## src/rtl/wh_la_pkg.sv

```systemverilog
// Package: shared port numbering for the lookahead input port.
// Assumes a five-port mesh router; the one-hot port fields use these bit indices.
package wh_la_pkg;
    localparam int NPORT   = 5;
    localparam int P_LOCAL = 0;
    localparam int P_EAST  = 1;
    localparam int P_WEST  = 2;
    localparam int P_NORTH = 3;
    localparam int P_SOUTH = 4;
endpackage

```

## src/rtl/wh_la_fifo.sv

```systemverilog
// Module: flit FIFO with a stop-go threshold output.
// Assumes DEPTH is a power of two, so the pointers wrap naturally.
// A push is accepted when there is room, or when a pop frees an entry in the same cycle.
module wh_la_fifo #(
    parameter int W        = 74,
    parameter int DEPTH    = 4,
    parameter int NF_LEVEL = 2
) (
    input  logic         clk,
    input  logic         rst_n,
    input  logic         push,
    input  logic [W-1:0] din,
    input  logic         pop,
    output logic [W-1:0] head,
    output logic         empty,
    output logic         stop
);
    localparam int AW = (DEPTH > 1) ? $clog2(DEPTH) : 1;
    localparam int CW = $clog2(DEPTH + 1);

    logic [W-1:0]  mem [DEPTH];
    logic [AW-1:0] wr_ptr, rd_ptr;
    logic [CW-1:0] count;
    logic          full, push_ok, pop_ok;

    // Accept/remove qualification.
    always_comb begin
        full    = (count == CW'(DEPTH));
        empty   = (count == '0);
        pop_ok  = pop && !empty;
        push_ok = push && (!full || pop_ok);
        head    = mem[rd_ptr];
        stop    = (count >= CW'(NF_LEVEL));
    end

    // Storage write; contents need no reset.
    always_ff @(posedge clk) begin
        if (push_ok) mem[wr_ptr] <= din;
    end

    // Pointer and occupancy bookkeeping.
    always_ff @(posedge clk) begin
        if (!rst_n) begin
            wr_ptr <= '0;
            rd_ptr <= '0;
            count  <= '0;
        end else begin
            if (push_ok) wr_ptr <= wr_ptr + AW'(1);
            if (pop_ok)  rd_ptr <= rd_ptr + AW'(1);
            case ({push_ok, pop_ok})
                2'b10:   count <= count + CW'(1);
                2'b01:   count <= count - CW'(1);
                default: count <= count;
            endcase
        end
    end

    // occupancy never exceeds the depth.
    a_r3_no_overflow: assert property (@(posedge clk) disable iff (!rst_n)
        count <= CW'(DEPTH));
    // stop can only rise after a flit was accepted.
    a_r4_stop_rise: assert property (@(posedge clk) disable iff (!rst_n)
        $rose(stop) |-> $past(push_ok));
endmodule

```

## src/rtl/wh_la_route.sv

```systemverilog
// Module: lookahead route computation, dimension ordered (X first).
// Steps the router's own position one hop along cur_port to find the next router,
// then picks that router's output for the destination. Local or empty cur_port gives local.
module wh_la_route
    import wh_la_pkg::*;
#(
    parameter int XW   = 2,
    parameter int YW   = 2,
    parameter int MY_X = 1,
    parameter int MY_Y = 2
) (
    input  logic [NPORT-1:0] cur_port,
    input  logic [XW-1:0]    dst_x,
    input  logic [YW-1:0]    dst_y,
    output logic [NPORT-1:0] nxt_port
);
    logic [XW:0] nx, dx;
    logic [YW:0] ny, dy;

    // Next-router position and X-then-Y comparison.
    always_comb begin
        nx = (XW+1)'(MY_X);
        ny = (YW+1)'(MY_Y);
        dx = {1'b0, dst_x};
        dy = {1'b0, dst_y};
        if (cur_port[P_EAST])  nx = nx + (XW+1)'(1);
        if (cur_port[P_WEST])  nx = nx - (XW+1)'(1);
        if (cur_port[P_NORTH]) ny = ny + (YW+1)'(1);
        if (cur_port[P_SOUTH]) ny = ny - (YW+1)'(1);
        nxt_port = '0;
        if (cur_port[P_LOCAL] || cur_port == '0) nxt_port[P_LOCAL] = 1'b1;
        else if (dx > nx)                        nxt_port[P_EAST]  = 1'b1;
        else if (dx < nx)                        nxt_port[P_WEST]  = 1'b1;
        else if (dy > ny)                        nxt_port[P_NORTH] = 1'b1;
        else if (dy < ny)                        nxt_port[P_SOUTH] = 1'b1;
        else                                     nxt_port[P_LOCAL] = 1'b1;
    end
endmodule

```

## src/rtl/wh_la_req.sv

```systemverilog
// Module: switch request generation with a per-packet output lock.
// Assumes every flit of a packet names the same output; the lock is held from a
// granted non-tail flit until the granted tail flit.
module wh_la_req
    import wh_la_pkg::*;
(
    input  logic             clk,
    input  logic             rst_n,
    input  logic             empty,
    input  logic [NPORT-1:0] head_port,
    input  logic             head_tail,
    input  logic             pop,
    output logic [NPORT-1:0] req
);
    logic             lock_q;
    logic [NPORT-1:0] lport_q;

    // Request: locked output first, else the head flit's port.
    always_comb begin
        if (lock_q)      req = lport_q;
        else if (!empty) req = head_port;
        else             req = '0;
    end

    // Lock tracking across the flits of a packet.
    always_ff @(posedge clk) begin
        if (!rst_n) begin
            lock_q  <= 1'b0;
            lport_q <= '0;
        end else if (pop) begin
            lock_q  <= !head_tail;
            lport_q <= head_port;
        end
    end

    // at most one output requested.
    a_r5_req_onehot: assert property (@(posedge clk) disable iff (!rst_n)
        $onehot0(req));
    // request stays put while a packet holds its output.
    a_r6_req_hold: assert property (@(posedge clk) disable iff (!rst_n)
        (lock_q && !pop) |=> $stable(req));
endmodule

```

## src/rtl/wh_la_port.sv

```systemverilog
// Module: wormhole router input port with lookahead routing and stop-go flow control.
// Buffers flits, requests the output named in the head flit, and on grant loads the head
// into the crossbar pipeline register with its port field rewritten for the next router.
// Assumes the allocator grants only while sa_req is non-zero.
module wh_la_port
    import wh_la_pkg::*;
#(
    parameter int DATA_W   = 64,
    parameter int DEPTH    = 4,
    parameter int NF_LEVEL = 2,
    parameter int MESH_X   = 4,
    parameter int MESH_Y   = 4,
    parameter int MY_X     = 1,
    parameter int MY_Y     = 2,
    localparam int XW      = $clog2(MESH_X),
    localparam int YW      = $clog2(MESH_Y),
    localparam int FLIT_W  = DATA_W + NPORT + XW + YW + 1
) (
    input  logic              clk,
    input  logic              rst_n,
    input  logic              up_valid,
    input  logic [FLIT_W-1:0] up_flit,
    output logic              up_stop,
    output logic [NPORT-1:0]  sa_req,
    input  logic              sa_grant,
    output logic              xb_valid,
    output logic [FLIT_W-1:0] xb_flit
);
    localparam int PORT_LSB = DATA_W;
    localparam int X_LSB    = PORT_LSB + NPORT;
    localparam int Y_LSB    = X_LSB + XW;
    localparam int TAIL_B   = Y_LSB + YW;

    logic [FLIT_W-1:0] head;
    logic              empty, pop;
    logic [NPORT-1:0]  head_port, la_port;

    // Grant qualified by a non-empty FIFO.
    always_comb begin
        pop       = sa_grant && !empty;
        head_port = head[X_LSB-1:PORT_LSB];
    end

    wh_la_fifo #(.W(FLIT_W), .DEPTH(DEPTH), .NF_LEVEL(NF_LEVEL)) u_fifo (
        .clk(clk), .rst_n(rst_n), .push(up_valid), .din(up_flit),
        .pop(pop), .head(head), .empty(empty), .stop(up_stop)
    );

    wh_la_route #(.XW(XW), .YW(YW), .MY_X(MY_X), .MY_Y(MY_Y)) u_route (
        .cur_port(head_port), .dst_x(head[Y_LSB-1:X_LSB]),
        .dst_y(head[TAIL_B-1:Y_LSB]), .nxt_port(la_port)
    );

    wh_la_req u_req (
        .clk(clk), .rst_n(rst_n), .empty(empty), .head_port(head_port),
        .head_tail(head[TAIL_B]), .pop(pop), .req(sa_req)
    );

    // Crossbar pipeline register, loaded on a qualified grant.
    always_ff @(posedge clk) begin
        if (!rst_n) begin
            xb_valid <= 1'b0;
            xb_flit  <= '0;
        end else begin
            xb_valid <= pop;
            if (pop) xb_flit <= {head[FLIT_W-1:X_LSB], la_port, head[DATA_W-1:0]};
        end
    end

    // the pipeline register only fills after a grant.
    a_r7_pipe_after_grant: assert property (@(posedge clk) disable iff (!rst_n)
        xb_valid |-> $past(sa_grant));
    // the rewritten port field names exactly one output.
    a_r8_next_onehot: assert property (@(posedge clk) disable iff (!rst_n)
        xb_valid |-> ($countones(xb_flit[X_LSB-1:PORT_LSB]) == 1));
endmodule

```

## config.mk

```make
export PLATFORM = sky130hd
export DESIGN_NAME = wh_la_port
export DESIGN_NICKNAME = d
export VERILOG_FILES = /design/src/rtl/wh_la_pkg.sv /design/src/rtl/wh_la_fifo.sv /design/src/rtl/wh_la_route.sv /design/src/rtl/wh_la_req.sv /design/src/rtl/wh_la_port.sv
export SDC_FILE = /design/constraint.sdc
export NUM_CORES = 1
export LEC_CHECK = 0
export CAP_MARGIN = 20
export CELL_PAD_IN_SITES_DETAIL_PLACEMENT = 2
export CELL_PAD_IN_SITES_GLOBAL_PLACEMENT = 2
export CORE_AREA = 2 2 189 191
export CTS_CLUSTER_DIAMETER = 120
export DETAILED_ROUTE_END_ITERATION = 8
export DIE_AREA = 0 0 191 193
export HOLD_SLACK_MARGIN = 0.05
export MAX_ROUTING_LAYER = met4
export PLACE_DENSITY = 0.87
export RECOVER_POWER = 25
export SETUP_SLACK_MARGIN = 0.2
export SLEW_MARGIN = 10
export SYNTH_ARGS = -nofsm -noshare
export SYNTH_HDL_FRONTEND = slang
export SYNTH_SLANG_ARGS = --single-unit
```

## constraint.sdc

```tcl
create_clock -name clk -period 3.95 [get_ports clk]
set_clock_uncertainty 0.05 [all_clocks]
set_input_delay 0.5925 -clock clk [delete_from_list [all_inputs] [get_ports clk]]
set_output_delay 0.5925 -clock clk [all_outputs]
set_load 0.05 [all_outputs]
```

Yosys cells after proc, flatten, opt, wreduce, memory -nomap -nowiden
Memories as Yosys holds them, arrays and structs flattened. A register that Yosys moved wholly into a read port is not among the register bits.
Index checks and enable logic that the tools add are counted.
{ "op_classes": {"n_addsub": 6, "magnitude_cmp": 5, "n_eq_ne": 3, "mux": 24, "n_reduce_logical": 11} }
{ "op_table": {"columns": ["cell", "n"], "rows": [
  ["$mux 1", 13],
  ["$mux 5", 2],
  ["$mux 3", 3],
  ["$mux 2", 4],
  ["$gt 2x3->1", 2],
  ["$lt 2x3->1", 2],
  ["$pmux 3 s2", 1],
  ["$sub 2x1->3 const B", 2],
  ["$logic_not 5->1", 1],
  ["$add 2x1->2 const B", 2],
  ["$mux 4", 1],
  ["$add 3x1->3 const B", 1],
  ["$eq 3x3->1 const B", 1],
  ["$ge 3x2->1 const B", 1],
  ["$logic_and 1x1->1", 3],
  ["$logic_not 1->1", 3],
  ["$logic_not 3->1", 1],
  ["$sub 3x1->3 const B", 1],
  ["$eq 2x1->1 const B", 1],
  ["$eq 2x2->1 const B", 1],
  ["$logic_or 1x1->1", 2],
  ["$reduce_bool 2->1", 1]
]} }
{ "totals": {"regBits": 88, "ram_bits": 296, "out_inout_bits": 81, "mem_count": 1} }
{ "mem_list": {"columns": ["memory", "depth", "width", "rd", "rd_ports_with_merged_regs", "write_ports", "line_no", "source"], "rows": [
  ["u_fifo.mem", 4, 74, 1, 1, 1, "wh_la_fifo.sv:21", "logic [W-1:0] mem [DEPTH];"]
]} }

Logic depth before layout (Yosys ltp)
{ "depth": {"ltp_word": 9, "mapped_depth": 9} }

Cells and area by module
A second synthesis with hierarchy kept.
{ "hier_totals": {"hier_cells": 830, "area_unflattened_um2": 14677.8} }
{ "modules_own_cells": {"columns": ["module", "instances", "cells_each", "area_per_inst_um2", "seq_area_each_um2"], "rows": [
  ["wh_la_fifo", 1, 443, 11172.0, 9068.7],
  ["wh_la_port", 1, 325, 2994.1, 1501.4],
  ["wh_la_req", 1, 35, 316.6, 120.1],
  ["wh_la_route", 1, 27, 195.2, 0.0]
]} }

Least setup slack after synthesis
No wires, ideal clock.
{ "synth_path": {"path_type": "in2reg", "start": "input sa_grant", "end": "memory u_fifo.mem[0][0], enable pin", "setup_time_ps": 441, "arrival_time_ps": 2521, "required_time_ps": 3459, "slack_ps": 938, "stages": 2, "path_buffers": 0, "cell_sequence": "or4b_2 -> and3_1"} }
{ "synth_between": {"elab_chain_cells": 6} }
{ "synth_rtl": {"columns": ["element", "line_no", "source"], "rows": [
  ["from (decl)", "wh_la_port.sv:25", "input logic sa_grant,"],
  ["$logic_and 1x1->1", "wh_la_port.sv:40", "pop = sa_grant && !empty;"],
  ["$logic_and 1x1->1", "wh_la_fifo.sv:30", "pop_ok = pop && !empty;"],
  ["$logic_or 1x1->1", "wh_la_fifo.sv:31", "push_ok = push && (!full || pop_ok);"],
  ["$logic_and 1x1->1", "wh_la_fifo.sv:31", null],
  ["$mux 1", "wh_la_fifo.sv:38", "if (push_ok) mem[wr_ptr] <= din;"],
  ["$mux 1 (implied by the code)", "wh_la_fifo.sv:38", null],
  ["to (decl)", "wh_la_fifo.sv:21", null]
]} }
Every way passes these cells.

==> summary.md <==
| Metric | Value |
|---|---|
| Status | `finished, final reports clean` |
| Leak | `around 5.7 nW` |
| Fin crit share | `between 80% and 90%` |
| Crit path max-delay cell type | `clkdlybuf4s50_1` |
| GR Overflow Total | `0` |
| Clock Power Share | `about a third` |
| Hold Vio Cnt, Final | `0` |
| Post-cts gate resize count | `0` |
| Startpoint types | `flop` |
| CP arrival | `2.62 ns` |
| Drt wl/cell | `approximately 25 um` |
| Clock Latency Late Sink | `~0.54 ns` |
| Clock root buffer | `clkbuf_16` |
| Mapped Area | `between 10000 and 15000 um^2` |
| Initial antenna violation count | `6` |
| Syn Inst Count | `820` |
| Slew of the pin with the lowest slew margin | `1.07 ns` |
| Die width | `191 um` |
| Total number of vias | `about 8k` |
| Post CTS Setup Buffer Count | `0` |
| Setup TNS | `0 ns` |
| Slew Limit Fails | `0` |
| IO buf count | `158` |
| Post-CTS Hold Fix Bufs | `0` |
| Crit path max fanout | `14` |
| Vias in the first global route | `8902` |
| Core area | `approximately 35000 um^2` |
| Crit-path cells | `mux4_2 > a22o_1 > clkdlybuf4s50_1` |
| Post-Syn Area per Cell | `17.2 um^2` |
| Site row count | `69` |
| Worst IR Drop VDD | `between 0.4 and 0.5 mV` |
| Relative slew margins | `roughly 29%` |
| Synth warn | `0` |
| Psw | `0.00381 W` |
| Clk sinks | `between 300 and 400` |
| Synthesized netlist net count | `910` |
| I/O pin count | `159` |
| Cell Pwr Density | `688 nW/um^2` |
| CP delay by family, top | `buffers and inverters` |
| Vias per cell | `roughly 5.3` |
| HPWL after DPL | `22500 um` |
| Aggregate global-route resource usage | `21.1%` |
| Total Die Area | `roughly 37000 um^2` |
| Max cap viols | `0` |
| 1st-pass router iterations | `5` |
| Design area | `around 18000 um^2` |
| Final Wtd Congestion | `roughly 0.73` |
| Layout area overhead | `25.2%` |
| Netlist cell types | `34` |
| # setup viols final | `0` |
| Top_reg_cell synth | `edfxtp_1` |
| Starting DRC count in detailed routing | `about 430` |
| Initial Util | `about two fifths` |
| CTS tree | `built` |
| Remaining antenna violation count after routing | `0` |
| Total power | `0.0121 W` |
| TritonCTS Buffers | `40` |
| Critical path's largest stage delay | `roughly 0.70 ns` |
| Combinational group share of total power | `about 26%` |
| Endpoint class of the critical path | `output pin` |
| First-pass GRT wire length | `56000 um` |
| Final Critical Period | `about 3.3 ns` |
| Clock Path Buffers | `3` |
| Setup Crit Path Kind | `flop to output pin` |
| WP buf/inv | `1` |
| Layout cells sized above 1 | `between 10% and 20%` |
| DRC Markers | `0` |
| RSZ-0062 raised after global routing | `false` |
| Clock Pin Slew Worst Setup and Hold Paths | `approximately 0.06 ns` |
| Internal cell power | `~0.0083 W` |
| Flop pwr share | `between 40% and 50%` |
| DP Area | `16200 um^2` |
| Ys async rst share | `0%` |
| Sequential fraction of the synthesis area | `75.9%` |
| Layout Nets | `between 1k and 1.5k` |
| Switching part of the total | `a little under a third` |
| WP data required | `approximately 3.3 ns` |
| H-tree levels | `2` |
| Die Y | `193 um` |
| Hold WC Path Type | `flop to flop` |
| Largest net degree at the start of global routing | `84` |
| Flops & latches, synth | `roughly 390` |
| Post-Route WL | `37100 um` |
| Post-synth EDFFs | `slightly below 300` |
| Peak Freq | `0.307 GHz` |
==> cells in the final DEF (no fill, tap or decap), types with 2 or more instances in the layout <==
| cell | n |
|---|---|
| clkbuf_1 | 4 |
| a22o_1 | 5 |
| inv_1 | 15 |
| nor2_1 | 7 |
| and3_4 | 4 |
| clkbuf_8 | 9 |
| dlygate4sd3_1 | 50 |
| nor2b_1 | 2 |
| inv_6 | 2 |
| nand3_1 | 5 |
| clkinv_1 | 4 |
| xor2_1 | 2 |
| bufinv_16 | 5 |
| dfxtp_4 | 2 |
| buf_4 | 12 |
| mux4_2 | 74 |
| or4b_2 | 3 |
| clkdlybuf4s50_1 | 108 |
| or3_1 | 2 |
| ha_1 | 11 |
| nand2_1 | 153 |
| diode_2 | 5 |
| nand2b_1 | 2 |
| o41ai_1 | 3 |
| dfxtp_1 | 88 |
| edfxtp_1 | 296 |
| clkinv_2 | 10 |
| clkbuf_16 | 41 |
| o21ai_0 | 7 |
| a21oi_1 | 83 |
==> layout make-up <==
class                           count  area (um^2)
Clock inverter                     20          231
Tap cell                          461          577
Inverter                           17         66.3
Sequential cell                   386        10700
Timing Repair Buffer              171         1700
Antenna cell                        5         12.5
Clock buffer                       54         1160
Fill cell                        3190        17300
Multi-Input combinational cell    374         3190
==> logic make-up after synthesis <==
family	synth area share, %
buffers and inverters	1.75
adders and majority gates	1.12
muxes	11.8
xor gates and xnor gates	0.124
AOI/OAI and AO/OA	3.86
DFF	75.9
and+or+nand+nor	5.45
==> path summary, 6_finish.rpt <==
path | from | end | slack, ns | cells past startpoint
worst min-delay path | xb_flit[34]$_SDFFE_PN0P_ | xb_flit[34]$_SDFFE_PN0P_ | 0.40 | 2
worst min register to register | xb_flit[34]$_SDFFE_PN0P_ | xb_flit[34]$_SDFFE_PN0P_ | 0.40 | 2
worst max register to register | flop | xb_flit[68]$_SDFFE_PN0P_ | 0.90 | 7
worst max-delay path | flop | sa_req[4] | 0.69 | 3
==> worst register-to-register path, cell delays in order (launching register included) <==
cell and delay, ns:
dfxtp_4 0.52, buf_4 0.52, mux4_2 0.63, inv_1 0.08, ha_1 0.17, nor2b_1 0.06
or4b_2 0.63, o41ai_1 0.29
==> cells in the mapped netlist (2+ instances only) <==
cell type | instances | share of area, %
or4b_2 | 3 | 0.21
ha_1 | 11 | 0.98
a21oi_1 | 83 | 2.9
inv_1 | 16 | 0.43
o21ai_0 | 7 | 0.25
nand3_1 | 5 | 0.18
edfxtp_1 | 296 | 63
buf_2 | 8 | 0.28
a22o_1 | 5 | 0.31
and3_1 | 5 | 0.22
clkbuf_1 | 26 | 0.69
xor2_1 | 2 | 0.12
nor2_1 | 7 | 0.19
nor2b_1 | 2 | 0.089
or3_1 | 2 | 0.089
mux4_2 | 74 | 12
o41ai_1 | 3 | 0.19
buf_1 | 7 | 0.19
nand2_1 | 153 | 4.1
nand2b_1 | 2 | 0.089
dfxtp_1 | 90 | 13
==> metal layers <==
layer	GRT usage, %	share of wire [%]
met4	5.84	2.1
met2	36.9	53
met3	3.17	4.0
met1	25.6	41
met5	-	0
==> sequential cells by signal (all words and copies together), names as in the netlist, named ones only <==
name	cells
u_fifo.rd_ptr	2
xb_flit	74
u_fifo.wr_ptr	2
u_fifo.count	3
u_fifo.mem	296
u_req.lock_q	1
xb_valid	1
u_req.lport_q	5
==> per-stage QoR <==
stage	instances	setup WS (ns)	hold slack [ns]	utilization (%)
5_1_grt	1488	0.581	0.427	50.4
3_3_place_gp	1408	0.904	0.392	46.3
6_report	1488	0.691	0.404	50.4
3_5_place_dp	1408	0.796	0.402	46.3
4_1_cts	1482	0.640	0.410	50.3
2_1_floorplan	820	0.938	0.387	-
==> power by group through the flow <==
stage / clock, W / sequential (W) / combinational, W
floorplan: 0 / 0.00567 / 0.00148
global placement: 0 / 0.00509 / 0.00300
detailed placement: 0 / 0.00513 / 0.00313
CTS: 0.00408 / 0.00506 / 0.00317
global route: 0.00422 / 0.00509 / 0.00333
finish: 0.00399 / 0.00505 / 0.00309
Note: power is estimated with default switching activity, not from simulation.
